### src/rtl/lqm_pkg.sv
package lqm_pkg;
    typedef enum logic [1:0] {
        SRC_FIRST    = 2'd0,
        SRC_SECOND   = 2'd1,
        SRC_FALLBACK = 2'd2
    } err_src_e;
endpackage

### src/rtl/lqm_prescaler.sv
module lqm_prescaler #(
    parameter int DIV        = 10,
    parameter int STAGES     = 3,
    parameter int WORD_W     = 5,
    parameter int FIRST_WORD = 1,
    parameter int LAST_WORD  = 23,
    parameter int SEL_W      = $clog2(STAGES + 1)
) (
    input  logic              clk,
    input  logic              rst_n,
    input  logic              scan_stb,
    input  logic [WORD_W-1:0] word_idx,
    input  logic [SEL_W-1:0]  rate_sel,
    output logic              tick
);
    localparam int DW = $clog2(DIV);
    localparam logic [DW-1:0] LAST_DIGIT = DW'(DIV - 1);

    typedef struct packed {
        logic [STAGES-1:0][DW-1:0] dig;
    } pre_st_t;

    pre_st_t st_d, st_q;
    logic [STAGES:0] tap;

    assign tap[0] = scan_stb
                  && (word_idx >= WORD_W'(FIRST_WORD))
                  && (word_idx <= WORD_W'(LAST_WORD));

    for (genvar k = 0; k < STAGES; k++) begin : g_carry
        assign tap[k+1] = tap[k] && (st_q.dig[k] == LAST_DIGIT);
    end

    always_comb begin
        st_d = st_q;
        for (int k = 0; k < STAGES; k++) begin
            if (tap[k]) begin
                st_d.dig[k] = (st_q.dig[k] == LAST_DIGIT) ? '0 : st_q.dig[k] + 1'b1;
            end
        end
    end

    always_ff @(posedge clk) begin
        if (!rst_n) st_q <= '0;
        else        st_q <= st_d;
    end

    assign tick = (int'(rate_sel) <= STAGES) ? tap[rate_sel] : 1'b0;
endmodule

### src/rtl/lqm_threshold.sv
module lqm_threshold #(
    parameter int THR_W = 4
) (
    input  logic clk,
    input  logic rst_n,
    input  logic tick,
    output logic thr_tc
);
    typedef struct packed {
        logic [THR_W-1:0] cnt;
    } thr_st_t;

    thr_st_t st_d, st_q;

    always_comb begin
        st_d = st_q;
        if (tick) st_d.cnt = st_q.cnt + 1'b1;
    end

    always_ff @(posedge clk) begin
        if (!rst_n) st_q <= '0;
        else        st_q <= st_d;
    end

    assign thr_tc = &st_q.cnt;
endmodule

### src/rtl/lqm_overhead.sv
module lqm_overhead
    import lqm_pkg::*;
#(
    parameter int ERR_W    = 3,
    parameter int WORD_W   = 5,
    parameter int OVH_WORD = 28,
    parameter int OVH_W    = ERR_W + 1
) (
    input  logic              clk,
    input  logic              rst_n,
    input  logic              scan_stb,
    input  logic [WORD_W-1:0] word_idx,
    input  logic [ERR_W-1:0]  err_a,
    input  logic [ERR_W-1:0]  err_b,
    input  logic [ERR_W-1:0]  err_c,
    input  logic              sel_a,
    input  logic              sel_b,
    output logic [OVH_W-1:0]  ovh_cnt,
    output logic              ovh_tc
);
    typedef struct packed {
        logic [OVH_W-1:0] cnt;
    } ovh_st_t;

    ovh_st_t          st_d, st_q;
    err_src_e         src;
    logic [ERR_W-1:0] err_pick;
    logic             load;

    always_comb begin
        if (sel_a)      src = SRC_FIRST;
        else if (sel_b) src = SRC_SECOND;
        else            src = SRC_FALLBACK;
        case (src)
            SRC_FIRST:  err_pick = err_a;
            SRC_SECOND: err_pick = err_b;
            default:    err_pick = err_c;
        endcase
    end

    assign load = scan_stb && (word_idx == WORD_W'(OVH_WORD));

    always_comb begin
        st_d = st_q;
        if (load)                     st_d.cnt = {1'b1, ~err_pick};
        else if (scan_stb && !ovh_tc) st_d.cnt = st_q.cnt + 1'b1;
    end

    always_ff @(posedge clk) begin
        if (!rst_n) st_q <= '1;
        else        st_q <= st_d;
    end

    assign ovh_cnt = st_q.cnt;
    assign ovh_tc  = &st_q.cnt;
endmodule

### src/rtl/lqm_quality.sv
module lqm_quality #(
    parameter int Q_W      = 4,
    parameter int LOW_MARK = 3
) (
    input  logic           clk,
    input  logic           rst_n,
    input  logic           scan_stb,
    input  logic           credit,
    output logic [Q_W-1:0] quality,
    output logic           link_err
);
    localparam logic [Q_W-1:0] Q_MAX = '1;

    typedef struct packed {
        logic [Q_W-1:0] q;
    } q_st_t;

    q_st_t st_d, st_q;

    always_comb begin
        st_d = st_q;
        if (scan_stb) begin
            if (credit) begin
                if (st_q.q != Q_MAX) st_d.q = st_q.q + 1'b1;
            end else begin
                if (st_q.q != '0)    st_d.q = st_q.q - 1'b1;
            end
        end
    end

    always_ff @(posedge clk) begin
        if (!rst_n) st_q <= '1;
        else        st_q <= st_d;
    end

    assign quality  = st_q.q;
    assign link_err = (st_q.q <= Q_W'(LOW_MARK));
endmodule

### src/rtl/link_quality_monitor.sv
module link_quality_monitor #(
    parameter int WORD_W     = 5,
    parameter int ERR_W      = 3,
    parameter int Q_W        = 4,
    parameter int THR_W      = 4,
    parameter int DIV        = 10,
    parameter int STAGES     = 3,
    parameter int FIRST_WORD = 1,
    parameter int LAST_WORD  = 23,
    parameter int OVH_WORD   = 28,
    parameter int LOW_MARK   = 3,
    parameter int SEL_W      = $clog2(STAGES + 1)
) (
    input  logic              clk,
    input  logic              rst_n,
    input  logic              scan_stb,
    input  logic [WORD_W-1:0] word_idx,
    input  logic [SEL_W-1:0]  rate_sel,
    input  logic [ERR_W-1:0]  err_a,
    input  logic [ERR_W-1:0]  err_b,
    input  logic [ERR_W-1:0]  err_c,
    input  logic              sel_a,
    input  logic              sel_b,
    output logic [Q_W-1:0]    quality,
    output logic              link_err
);
    localparam int OVH_W = ERR_W + 1;

    logic             tick;
    logic             thr_tc;
    logic             ovh_tc;
    logic [OVH_W-1:0] ovh_cnt;
    logic             credit;

    lqm_prescaler #(
        .DIV(DIV), .STAGES(STAGES), .WORD_W(WORD_W),
        .FIRST_WORD(FIRST_WORD), .LAST_WORD(LAST_WORD), .SEL_W(SEL_W)
    ) u_pre (
        .clk(clk), .rst_n(rst_n), .scan_stb(scan_stb),
        .word_idx(word_idx), .rate_sel(rate_sel), .tick(tick)
    );

    lqm_threshold #(.THR_W(THR_W)) u_thr (
        .clk(clk), .rst_n(rst_n), .tick(tick), .thr_tc(thr_tc)
    );

    lqm_overhead #(
        .ERR_W(ERR_W), .WORD_W(WORD_W), .OVH_WORD(OVH_WORD), .OVH_W(OVH_W)
    ) u_ovh (
        .clk(clk), .rst_n(rst_n), .scan_stb(scan_stb), .word_idx(word_idx),
        .err_a(err_a), .err_b(err_b), .err_c(err_c),
        .sel_a(sel_a), .sel_b(sel_b), .ovh_cnt(ovh_cnt), .ovh_tc(ovh_tc)
    );

    assign credit = thr_tc && ovh_tc;

    lqm_quality #(.Q_W(Q_W), .LOW_MARK(LOW_MARK)) u_q (
        .clk(clk), .rst_n(rst_n), .scan_stb(scan_stb), .credit(credit),
        .quality(quality), .link_err(link_err)
    );
endmodule

### config.mk
export PLATFORM = sky130hd
export DESIGN_NAME = link_quality_monitor
export DESIGN_NICKNAME = d
export VERILOG_FILES = /design/src/rtl/lqm_pkg.sv /design/src/rtl/lqm_prescaler.sv /design/src/rtl/lqm_threshold.sv /design/src/rtl/lqm_overhead.sv /design/src/rtl/lqm_quality.sv /design/src/rtl/link_quality_monitor.sv
export SDC_FILE = /design/constraint.sdc
export NUM_CORES = 1
export LEC_CHECK = 0
export ABC_AREA = 1
export ABC_CLOCK_PERIOD_IN_PS = 2700
export BUFFER_PORTS_ARGS = -buffer_cell sky130_fd_sc_hd__buf_2
export CAP_MARGIN = 10
export CORE_ASPECT_RATIO = 0.5
export CORE_UTILIZATION = 45
export DETAILED_ROUTE_END_ITERATION = 7
export PLACE_DENSITY = 0.7
export SYNTH_ARGS = -nofsm -noshare
export SYNTH_HDL_FRONTEND = slang
export SYNTH_SLANG_ARGS = --single-unit
### constraint.sdc
create_clock -name clk -period 2.7 [get_ports clk]
set_input_delay 0.54 -clock clk [delete_from_list [all_inputs] [get_ports clk]]
set_output_delay 0.54 -clock clk [all_outputs]
set_load 0.03 [all_outputs]
==> results.py <==
metrics = {
    "yosys": {
        "post_synth_main_area_contributors": "dfxtp_1, nand2_1, nand3_1",
        "synth-seq-area-share": 0.339,
        "synth_seq_cells": 24,
        "total_nets_after_synthesis": 230,
        "synth-async-reset-ratio": 0,
        "yosys.area.top_type": "dfxtp_1",
        "number_of_flops_mapped_to_enable_cells_by_yosys": 0,
        "postSynth.topFlopCell": "dfxtp_1",
        "synthCells": 204,
        "synthesized_area_per_cell_um2": 6.96,
        "synth_area_um2": 1420,
        "synthTopCellsByCount": "nand2_1, inv_1, dfxtp_1",
        "ys.warnings.count": 0,
        "synth_cell_types": 28,
        "synth_most_common_cell": "nand2_1",
        "yosysTopAreaCellShare": 0.339,
    },
    "power_and_ir_drop": {
        "power_frac_comb": 0.205,
        "clockPowerShare": 0.343,
        "internal_power_uw": 660,
        "swShare": 0.277,
        "static-leakage-power_nw": 0.802,
        "total_switching_power_uw": 253,
        "seqPwrFrac": 0.452,
        "vdd_ir_drop_max_uv": 221,
        "power_density_nw_per_um2": 551,
    },
    "clock_tree": {
        "post_cts_repair_resize_count": 0,
        "cts_inserted_buffers": 3,
        "maximum_root_to_sink_buffer_count": 2,
        "cts_root_buf": "clkbuf_8",
        "number_of_clock_sinks": 24,
        "cts.htree.levels": 1,
        "worst_skew_pair.late_latency_ns": 0.27,
        "cts_setup_buffers": 0,
        "tritoncts_clock_tree": "built",
        "worst_setup_hold_path_clk_slew_ns": 0.09,
        "cts_hold_buf": 0,
    },
    "timing": {
        "max_slew.worst_pin.slew_ns": 0.309,
        "rsz0062_at_grt": "no",
        "setup_viol_count_final": 0,
        "slew_viol_final": 0,
        "max_clock_freq_ghz": 0.497,
        "timing.final.crit_period_ns": 2.01,
        "timing_hold_violations_final": 0,
        "clock-skew-final_ns": 0.00934,
        "maxSlewHeadroom": 0.793,
        "min_period_over_period": 0.745,
        "tns_ns": 0,
    },
    "die": {
        "height_of_the_die_um": 41.7,
        "core_area_um2": 2780,
        "floorplan.die_area_um2": 3400,
        "starting_utilization_of_the_core_area": 0.510,
        "placement_rows": 13,
        "die_width_um": 81.4,
        "pin_count": 26,
    },
    "placement": {
        "dp_hpwl_mm": 2.06,
        "place.gp.congestion": 0.810,
        "place.port_buffers": 25,
        "dp.cells": 265,
    },
    "critical_path": {
        "reg2reg_depth": 12,
        "cp.arrival_ns": 2.16,
        "worst-setup-path-type": "reg -> reg",
        "timing.critical_path.required_ns": 2.84,
        "crit_path_start_kind": "register",
        "critical-path-max-stage-delay_ns": 0.37,
        "cpMostUsedCell": "nand2_1",
        "crit_path_end_kind": "register",
        "critPathMaxFanout": 5,
        "cp_cell_sequence": "ha_1 -> nand3_1 -> nor2_1 -> inv_1 -> ha_1 -> a21o_1 -> a21oi_1 -> inv_1 -> nand2_1 -> nand2_1 -> nand2_1 -> nand3_1",
        "slowest_stage_cell_cp": "dfxtp_1",
    },
    "detailed_routing": {
        "final_ant_viol_nets": 0,
        "drt_pass1_iterations": 4,
        "drt_iter0_drc": 64,
        "detail_route.vias_per_cell": 4.96,
        "drt_drc_violations_left": 0,
        "wl_mm": 2.70,
        "wire_per_inst_um": 10.0,
        "routed-via-count": 1334,
    },
    "global_routing": {
        "gr-usage-all-layers": 0.177,
        "antenna_found_initial": 0,
        "grt_start_max_net_pins": 17,
        "first_global_vias": 1125,
        "grt_overflow": 0,
        "grt_first_pass_wirelength_mm": 4.69,
    },
    "finish": {
        "num_antenna_cells": 0,
        "final_nets": 259,
        "ff_latch_area_um2": 480,
        "layout-drive-gt1-share": 0.185,
        "multiInputGateArea_um2": 815,
        "fillerInstances": 264,
        "final_cells": 269,
        "area.growth.synth_to_final_pct": 16.8,
    },
    "run": {
        "cap_violations": 0,
    },
    "worst_hold_path": {
        "hold_path_class": "reg -> reg",
        "worstHoldPathCells": 2,
    },
    "status": {
        "status": "finished clean",
    },
}
==> worst paths after layout <==
kind | from | slack (ns) | endpoint
min | u_pre.st_q[6] | 0.49 | u_pre.st_q[6]
min reg2reg | u_pre.st_q[6] | 0.49 | u_pre.st_q[6]
max | u_ovh.ovh_cnt[0] | 0.69 | u_q.quality[3]
max reg2reg | u_ovh.ovh_cnt[0] | 0.69 | u_q.quality[3]
==> cell usage in the layout, fill, tap and decap left out, types with 4 or more instances in the layout <==
| master | instances |
|---|---|
| nand2_1 | 51 |
| nor3_1 | 5 |
| nand4_1 | 5 |
| dfxtp_1 | 24 |
| buf_2 | 25 |
| inv_1 | 25 |
| o21ai_0 | 10 |
| nor2_1 | 16 |
| nand3_1 | 19 |
| a21oi_1 | 14 |
| ha_1 | 4 |
| inv_2 | 5 |
==> cell type report <==
| class | instances | area share |
|---|---|---|
| Timing Repair Buffer | 25 | 0.0755 |
| Multi-Input combinational cell | 147 | 0.491 |
| Sequential cell | 24 | 0.290 |
| Clock buffer | 3 | 0.0249 |
| Tap cell | 37 | 0.0279 |
| Clock inverter | 1 | 0.0181 |
| Inverter | 32 | 0.0725 |
==> routing by layer <==
| metal | global-route usage | vias up | wire length, um |
|---|---|---|---|
| met5 | 0 | - | 0 |
| met4 | 0.0536 | 0 | 19 |
| met3 | 0.0396 | 2 | 117 |
| met2 | 0.260 | 30 | 1120 |
| met1 | 0.254 | 577 | 1450 |
| li1 | - | 725 | - |
==> sequential cells by signal, summed over array words and instances (netlist names) <==
signal         cells
u_pre.st_q        12
u_ovh.ovh_cnt      4
u_q.quality        4
u_thr.st_q         4
==> power groups by stage <==
stage	Sequential, mW	Clock, mW	Combinational [mW]
after floorplan	0.425	0	0.132
after global placement	0.419	0	0.184
after detailed placement	0.420	0	0.187
after CTS	0.412	0.323	0.188
after global routing	0.418	0.332	0.219
final	0.413	0.313	0.187
==> cells by family (layout without fill, tap and decap cells) <==
group                      count (synthesis)  after routing  share of synthesized area
buffers and inverters                     33             61                     0.0873
DFF                                       24             24                      0.339
AOI/OAI and AO/OA                         30             30                      0.118
xor gates and xnor gates                   5              5                     0.0309
adders and majority gates                  5              5                     0.0494
and+or+nand+nor                          107            107                      0.376
==> critical path: cells and delay by family (launching register included) <==
kind            cells  cell delay [ns]
simple gates        6             0.51
fa+ha+maj           2             0.49
flops               1             0.37
compound gates      2             0.33
buf+inv             2             0.20
==> through the flow <==
step                      worst slack (ns)  utilization  area, um2  hold slack [ns]  power, mW
after floorplan                      0.857            -       1420            0.446      0.557
after global placement               0.783        0.570       1590            0.457      0.604
after global routing                 0.494        0.596       1660            0.516      0.970
after detailed placement             0.736        0.570       1590            0.475      0.607
final                                0.688        0.596       1660            0.490      0.914
after CTS                            0.715        0.596       1660            0.489      0.923
Power figures use the tool's default switching activity.
